File: src/rtl/exc_pkg.sv
package exc_pkg;
    typedef enum logic [3:0] {
        CODE_INT  = 4'd0,
        CODE_LDAE = 4'd4,
        CODE_STAE = 4'd5,
        CODE_OVF  = 4'd12
    } exc_code_e;

    typedef enum logic {
        ST_RUN,
        ST_VECTOR
    } ctl_state_e;

    localparam logic [4:0] REG_STATUS = 5'd12;
    localparam logic [4:0] REG_CAUSE  = 5'd13;
    localparam logic [4:0] REG_SAVEPC = 5'd14;
endpackage

File: src/rtl/exc_arbiter.sv
module exc_arbiter
    import exc_pkg::*;
#(
    parameter int N_IRQ = 6,
    parameter int N_SW  = 2
) (
    input  logic                    accept_en,
    input  logic                    ld_err_i,
    input  logic                    st_err_i,
    input  logic                    ovf_i,
    input  logic [N_IRQ-1:0]        irq_i,
    input  logic [N_SW-1:0]         sw_i,
    input  logic [N_IRQ+N_SW-1:0]   mask_i,
    input  logic                    ie_i,
    output logic                    take_o,
    output exc_code_e               code_o,
    output logic                    irq_only_o
);
    localparam int SRC_W = N_IRQ + N_SW;

    logic [SRC_W-1:0] src;
    logic [SRC_W-1:0] pend;
    logic             internal;
    logic             int_req;

    assign src = {irq_i, sw_i};

    for (genvar g = 0; g < SRC_W; g++) begin : g_pend
        assign pend[g] = src[g] & mask_i[g];
    end

    assign internal   = ld_err_i | st_err_i | ovf_i;
    assign int_req    = ie_i & (|pend);
    assign take_o     = accept_en & (internal | int_req);
    assign irq_only_o = ~internal & int_req;

    always_comb begin
        if (ld_err_i)      code_o = CODE_LDAE;
        else if (st_err_i) code_o = CODE_STAE;
        else if (ovf_i)    code_o = CODE_OVF;
        else               code_o = CODE_INT;
    end
endmodule

File: src/rtl/exc_status_stack.sv
module exc_status_stack #(
    parameter int MASK_W = 8,
    parameter int DEPTH  = 3
) (
    input  logic                 clk,
    input  logic                 rst_n,
    input  logic                 push_i,
    input  logic                 pop_i,
    input  logic                 wr_i,
    input  logic [MASK_W-1:0]    wmask_i,
    input  logic [2*DEPTH-1:0]   wstack_i,
    output logic [MASK_W-1:0]    mask_o,
    output logic [2*DEPTH-1:0]   stack_o,
    output logic                 ie_o
);
    localparam int SW = 2 * DEPTH;

    logic [MASK_W-1:0] mask_q, mask_d;
    logic [SW-1:0]     stack_q, stack_d;

    always_comb begin
        mask_d  = mask_q;
        stack_d = stack_q;
        if (push_i) begin
            stack_d = {stack_q[SW-3:0], 2'b00};
        end else if (pop_i) begin
            stack_d = {stack_q[SW-1 -: 2], stack_q[SW-1:2]};
        end else if (wr_i) begin
            mask_d  = wmask_i;
            stack_d = wstack_i;
        end
    end

    always_ff @(posedge clk) begin
        if (!rst_n) begin
            mask_q  <= '0;
            stack_q <= '0;
        end else begin
            mask_q  <= mask_d;
            stack_q <= stack_d;
        end
    end

    assign mask_o  = mask_q;
    assign stack_o = stack_q;
    assign ie_o    = stack_q[0];

    assert_push_R4: assert property (@(posedge clk) disable iff (!rst_n)
        push_i |=> (stack_q[1:0] == 2'b00) && (stack_q[3:2] == $past(stack_q[1:0])));

    assert_pop_R5: assert property (@(posedge clk) disable iff (!rst_n)
        (pop_i && !push_i) |=> (stack_q[1:0] == $past(stack_q[3:2]))
                               && (stack_q[SW-1 -: 2] == $past(stack_q[SW-1 -: 2])));
endmodule

File: src/rtl/exc_cause_reg.sv
module exc_cause_reg
    import exc_pkg::*;
#(
    parameter int N_IRQ = 6,
    parameter int N_SW  = 2
) (
    input  logic              clk,
    input  logic              rst_n,
    input  logic              take_i,
    input  exc_code_e         code_i,
    input  logic              bd_i,
    input  logic [N_IRQ-1:0]  irq_i,
    input  logic              sw_wr_i,
    input  logic [N_SW-1:0]   sw_wdata_i,
    output logic              bd_o,
    output logic [N_IRQ-1:0]  ip_o,
    output logic [N_SW-1:0]   sw_o,
    output exc_code_e         code_o
);
    always_ff @(posedge clk) begin
        if (!rst_n) begin
            bd_o   <= 1'b0;
            ip_o   <= '0;
            sw_o   <= '0;
            code_o <= CODE_INT;
        end else begin
            ip_o <= irq_i;
            if (take_i) begin
                bd_o   <= bd_i;
                code_o <= code_i;
            end else if (sw_wr_i) begin
                sw_o <= sw_wdata_i;
            end
        end
    end

    assert_code_legal_R3: assert property (@(posedge clk) disable iff (!rst_n)
        take_i |=> (code_o == CODE_INT || code_o == CODE_LDAE
                    || code_o == CODE_STAE || code_o == CODE_OVF));
endmodule

File: src/rtl/exc_ctrl_unit.sv
module exc_ctrl_unit
    import exc_pkg::*;
#(
    parameter int          XLEN       = 32,
    parameter int          N_IRQ      = 6,
    parameter int          N_SW       = 2,
    parameter int          DEPTH      = 3,
    parameter logic [31:0] HANDLER_PC = 32'h8000_0080
) (
    input  logic             clk,
    input  logic             rst_n,
    input  logic [XLEN-1:0]  pc_i,
    input  logic             in_delay_slot_i,
    input  logic             ld_addr_err_i,
    input  logic             st_addr_err_i,
    input  logic             ovf_i,
    input  logic [N_IRQ-1:0] irq_i,
    input  logic             exc_return_i,
    input  logic             reg_wr_i,
    input  logic [4:0]       reg_addr_i,
    input  logic [XLEN-1:0]  reg_wdata_i,
    output logic [XLEN-1:0]  reg_rdata_o,
    output logic             redirect_o,
    output logic [XLEN-1:0]  redirect_pc_o
);
    localparam int MASK_W  = N_IRQ + N_SW;
    localparam int SW_LSB  = 8;
    localparam int IP_LSB  = SW_LSB + N_SW;
    localparam int STK_W   = 2 * DEPTH;
    localparam int CODE_LSB = 2;

    ctl_state_e        state_q, state_d;
    logic              take, irq_only, ie;
    exc_code_e         arb_code, cur_code;
    logic [MASK_W-1:0] mask;
    logic [STK_W-1:0]  stack;
    logic              bd;
    logic [N_IRQ-1:0]  ip;
    logic [N_SW-1:0]   sw;
    logic [XLEN-1:0]   savepc_q;
    logic              wr_ok, status_wr, cause_wr, savepc_wr;

    // ---- state register ----
    always_ff @(posedge clk) begin
        if (!rst_n) state_q <= ST_RUN;
        else        state_q <= state_d;
    end

    always_comb begin
        state_d = state_q;
        unique case (state_q)
            ST_RUN:    if (take) state_d = ST_VECTOR;
            ST_VECTOR: state_d = ST_RUN;
        endcase
    end

    // ---- outputs ----
    always_comb begin
        redirect_o    = 1'b0;
        redirect_pc_o = '0;
        unique case (state_q)
            ST_RUN: ;
            ST_VECTOR: begin
                redirect_o    = 1'b1;
                redirect_pc_o = HANDLER_PC;
            end
        endcase
    end

    exc_arbiter #(.N_IRQ(N_IRQ), .N_SW(N_SW)) arb_i (
        .accept_en  (state_q == ST_RUN),
        .ld_err_i   (ld_addr_err_i),
        .st_err_i   (st_addr_err_i),
        .ovf_i      (ovf_i),
        .irq_i      (irq_i),
        .sw_i       (sw),
        .mask_i     (mask),
        .ie_i       (ie),
        .take_o     (take),
        .code_o     (arb_code),
        .irq_only_o (irq_only)
    );

    assign wr_ok     = reg_wr_i & ~take;
    assign status_wr = wr_ok & ~exc_return_i & (reg_addr_i == REG_STATUS);
    assign cause_wr  = wr_ok & (reg_addr_i == REG_CAUSE);
    assign savepc_wr = wr_ok & (reg_addr_i == REG_SAVEPC);

    exc_status_stack #(.MASK_W(MASK_W), .DEPTH(DEPTH)) stk_i (
        .clk      (clk),
        .rst_n    (rst_n),
        .push_i   (take),
        .pop_i    (exc_return_i),
        .wr_i     (status_wr),
        .wmask_i  (reg_wdata_i[SW_LSB +: MASK_W]),
        .wstack_i (reg_wdata_i[STK_W-1:0]),
        .mask_o   (mask),
        .stack_o  (stack),
        .ie_o     (ie)
    );

    exc_cause_reg #(.N_IRQ(N_IRQ), .N_SW(N_SW)) cause_i (
        .clk        (clk),
        .rst_n      (rst_n),
        .take_i     (take),
        .code_i     (arb_code),
        .bd_i       (in_delay_slot_i),
        .irq_i      (irq_i),
        .sw_wr_i    (cause_wr),
        .sw_wdata_i (reg_wdata_i[SW_LSB +: N_SW]),
        .bd_o       (bd),
        .ip_o       (ip),
        .sw_o       (sw),
        .code_o     (cur_code)
    );

    // ---- saved return address ----
    always_ff @(posedge clk) begin
        if (!rst_n) begin
            savepc_q <= '0;
        end else if (take) begin
            savepc_q <= in_delay_slot_i ? (pc_i - XLEN'(4)) : pc_i;
        end else if (savepc_wr) begin
            savepc_q <= reg_wdata_i;
        end
    end

    // ---- register read ----
    always_comb begin
        reg_rdata_o = '0;
        case (reg_addr_i)
            REG_STATUS: begin
                reg_rdata_o[SW_LSB +: MASK_W] = mask;
                reg_rdata_o[STK_W-1:0]        = stack;
            end
            REG_CAUSE: begin
                reg_rdata_o[XLEN-1]             = bd;
                reg_rdata_o[IP_LSB +: N_IRQ]    = ip;
                reg_rdata_o[SW_LSB +: N_SW]     = sw;
                reg_rdata_o[CODE_LSB +: 4]      = cur_code;
            end
            REG_SAVEPC: reg_rdata_o = savepc_q;
            default:    reg_rdata_o = '0;
        endcase
    end

    assert_redirect_pulse_R2: assert property (@(posedge clk) disable iff (!rst_n)
        redirect_o |=> !redirect_o);

    assert_take_redirects_R2: assert property (@(posedge clk) disable iff (!rst_n)
        take |=> redirect_o && (redirect_pc_o == HANDLER_PC));

    assert_irq_gate_R6: assert property (@(posedge clk) disable iff (!rst_n)
        (take && irq_only) |-> ie && (mask != '0));

    assert_delay_slot_pc_R7: assert property (@(posedge clk) disable iff (!rst_n)
        (take && in_delay_slot_i) |=> (savepc_q == $past(pc_i) - XLEN'(4)) && bd);

    assert_vector_ignores_R9: assert property (@(posedge clk) disable iff (!rst_n)
        (state_q == ST_VECTOR) |=> $stable(cur_code));

    assert_return_no_redirect_R5: assert property (@(posedge clk) disable iff (!rst_n)
        (exc_return_i && !take && state_q == ST_RUN) |=> !redirect_o);
endmodule

File: config.mk
export PLATFORM = sky130hd
export DESIGN_NAME = exc_ctrl_unit
export DESIGN_NICKNAME = d
export VERILOG_FILES = /design/src/rtl/exc_pkg.sv /design/src/rtl/exc_arbiter.sv /design/src/rtl/exc_status_stack.sv /design/src/rtl/exc_cause_reg.sv /design/src/rtl/exc_ctrl_unit.sv
export SDC_FILE = /design/constraint.sdc
export NUM_CORES = 1
export LEC_CHECK = 0
export CORE_MARGIN = 4
export CORE_UTILIZATION = 49
export DETAILED_ROUTE_END_ITERATION = 8
export GPL_TIMING_DRIVEN = 0
export HOLD_SLACK_MARGIN = 0.05
export PLACE_DENSITY = 0.88
export SLEW_MARGIN = 5
export SYNTH_ARGS = -nofsm -noshare
export SYNTH_HDL_FRONTEND = slang
export SYNTH_HIERARCHICAL = 1
export SYNTH_SLANG_ARGS = --single-unit
File: constraint.sdc
create_clock -name clk -period 10.1 [get_ports clk]
set_input_delay 3.03 -clock clk [delete_from_list [all_inputs] [get_ports clk]]
set_output_delay 3.03 -clock clk [all_outputs]
set_load 0.05 [all_outputs]
==> flow_summary_export.csv <==
group,metric,value,unit
outcome,status,"completed",
power_and_ir_drop,total_leakage_power,0.002123,µW
power_and_ir_drop,intPower,444.7,µW
grt,grt_pass1_wl,19.13,mm
clock_tree,hold_buffers,0,
power_and_ir_drop,clkPwrFrac,0.336,
floorplan,fp-row-count,32,
clock_tree,cts-root-buf,"clkbuf_8",
floorplan,die-area,9537,µm²
power_and_ir_drop,pwr-share-comb,0.260,
detailed_routing,ant_nets,0,
clock_tree,htree_levels,3,
detailed_routing,via_per_inst,5.378,
detailed_routing,drc,0,
floorplan,die_x,97.66,µm
layout,fin_nets,710,
power_and_ir_drop,peakVddDrop,0.00006950,V
detailed_routing,routedWlPerCell,16.14,µm
layout,fill_cells,630,
worst_setup_path,crit_start,"reg_addr_i[4]",
worst_setup_path,r2r_start,"stk_i/mask_o[4]",
sta,final_hold_viol_count,0,
sta,skew,0.01018,ns
worst_setup_path,crit_end,"reg_rdata_o[31]",
grt,grt_pass1_vias,3949,
layout,area_growth,40.53,%
place,io_buffers,116,
detailed_routing,finalWirelength,11.83,mm
sta,drv_slew,0,
worst_setup_path,reg2regPathDepth,12,
layout,seq_area,1201,µm²
detailed_routing,drtIter0Drc,249,
worst_setup_path,cp-end-kind,"output port",
flow_run,cap_violations,0,
clock_tree,cts_tree,"yes",
sta,fin_crit_sh,0.8491,
sta,max_freq,116.6,MHz
power_and_ir_drop,seqPwrFrac,0.405,
logic_synthesis,syn_avg_cell_area,8.380,µm²
layout,drive_gt1_frac,0.1553,
grt,grt-ovfl-total,0,
grt,grt_max_degree,13,
worst_setup_path,crit_required,7.07,ns
sta,fin_tns_setup,0,ns
power_and_ir_drop,switching_share,0.3174,
worst_setup_path,cp_num_buf_inv,3,
grt,grt_antenna_before_repair,0,
floorplan,coreArea,7767,µm²
sta,relSlewSlack,0.5516,
floorplan,start_util,0.5071,
worst_setup_path,critical_path_class,"input port to output port",
min_path,holdCritPathClass,"register to register",
logic_synthesis,yosys_warnings,6,
detailed_routing,vias,3942,
power_and_ir_drop,netSwitchingPower,206.8,µW
logic_synthesis,synthCells,470,
clock_tree,cts_setup_buffers,0,
floorplan,ios,148,
sta,tightest_slew,0.6725,ns
layout,fin_util,0.7126,
layout,antenna_cells,0,
power_and_ir_drop,power_density,117.7,nW/µm²
worst_setup_path,critPathTopFamily,"buffers and inverters",
worst_setup_path,r2r-end,"stk_i/mask_o[1]",
place,gp_congestion,0.9535,
layout,multi_input_comb_area,2402,µm²
worst_setup_path,cp_common_cell,"clkdlybuf4s50_1",
sta,rsz0062_at_grt,"no",
worst_setup_path,critPathSlowestCell,"clkdlybuf4s50_1",
worst_setup_path,max_stage_delay,0.81,ns
clock_tree,clock_sinks,60,
worst_setup_path,r2r_slack,6.90,ns
sta,fin_crit,8.576,ns
clock_tree,cts.reportedPaths.clkPinSlew,0.07,ns
clock_tree,cts_made_buffers,9,
sta,setup_violations,0,
grt,grtUsageTotal,0.2448,
worst_setup_path,path_depth,6,
logic_synthesis,syn_area,3939,µm²
worst_setup_path,critical_path.cell_chain,"clkdlybuf4s50_1 > nand3b_1 > nor3b_2 > clkbuf_1 > a32o_1 > clkdlybuf4s50_1",
clock_tree,clkLatencyLatePin,0.34,ns
worst_setup_path,cp.arrival,5.55,ns
worst_setup_path,worstPathMaxFanout,10,
floorplan,die_h,97.66,µm
clock_tree,cts_resized,0,
worst_setup_path,critPathLaunchType,"input port",
clock_tree,clk_path_buf_depth,2,
detailed_routing,dr.pass1.iters,5,
place,dp_hpwl,9.354,mm
==> through the flow <==
| stage | instances | area (µm²) | setup WS (ns) | hold WS [ns] | power [µW] |
|---|---|---|---|---|---|
| 3_5_place_dp | 717 | 5336 | 1.571 | 0.4728 | 435.5 |
| 2_1_floorplan | 499 | 4048 | 2.070 | 0.4436 | 371.5 |
| 3_3_place_gp | 717 | 5336 | 1.548 | 0.4603 | 431.8 |
| 6_report | 733 | 5535 | 1.524 | 0.4877 | 651.5 |
| 5_1_grt | 733 | 5535 | 1.389 | 0.5031 | 676.3 |
| 4_1_cts | 733 | 5535 | 1.557 | 0.4845 | 651.7 |
==> cell usage in the layout (no fill, tap or decap), types with 16 or more instances in the layout <==
cell type	n
a21oi_1	24
and2_1	22
o21ai_0	29
dfxtp_1	60
clkdlybuf4s50_1	116
nor2_1	16
mux2_2	16
nand2_1	50
xnor2_1	20
clkbuf_1	19
conb_1	31
mux2i_1	25
buf_4	36
==> flip-flops by register name, summed over array words and instances, names as in the netlist <==
register / flops
cause_i/code_o: 4
cause_i/ip_o: 6
savepc_q: 32
state_q: 1
cause_i/sw_o: 2
stk_i/mask_o: 8
cause_i/bd_o: 1
stk_i/stack_o: 6
==> power by group through the flow <==
stage          Sequential (µW)  Clock (µW)  Combinational (µW)
3_5_place_dp               269           0                 167
2_1_floorplan              267           0                 104
6_report                   264         219                 169
5_1_grt                    266         229                 182
4_1_cts                    264         220                 168
3_3_place_gp               268           0                 164
==> per-layer routing <==
metal | vias up | wire, µm | global-route usage
met5 | - | 0 | 0
li1 | 1917 | - | -
met2 | 157 | 5795 | 0.4154
met3 | 27 | 901 | 0.06892
met1 | 1841 | 4901 | 0.2967
met4 | 0 | 228 | 0.08307
==> worst register-to-register path: cells and delay by family, from the launching register on <==
family          cells  cell delay [ns]
buf+inv             5             1.09
flops               1             0.33
compound gates      3             0.67
simple gates        4             1.00
==> cell type report <==
cell class / count / share of cell area
clock buffers: 9 / 0.02238
well taps: 102 / 0.02306
multi-input cells: 367 / 0.4340
clock inverters: 7 / 0.01356
plain buffers: 65 / 0.07550
inverters: 7 / 0.004747
repair buffers: 116 / 0.2098
flip-flops and latches: 60 / 0.2170
==> worst min-delay path by stage <==
stage                               start               to  slack, ns  cells past startpoint
after floorplan               savepc_q[6]      savepc_q[6]       0.44                      2
after global placement        savepc_q[6]      savepc_q[6]       0.46                      2
after detailed placement  stk_i/mask_o[1]  stk_i/mask_o[1]       0.47                      2
after CTS                 stk_i/mask_o[1]  stk_i/mask_o[1]       0.48                      2
after global routing      stk_i/mask_o[1]  stk_i/mask_o[1]       0.50                      2
final                         savepc_q[6]      savepc_q[6]       0.49                      2
(Power assumes the default switching activity.)
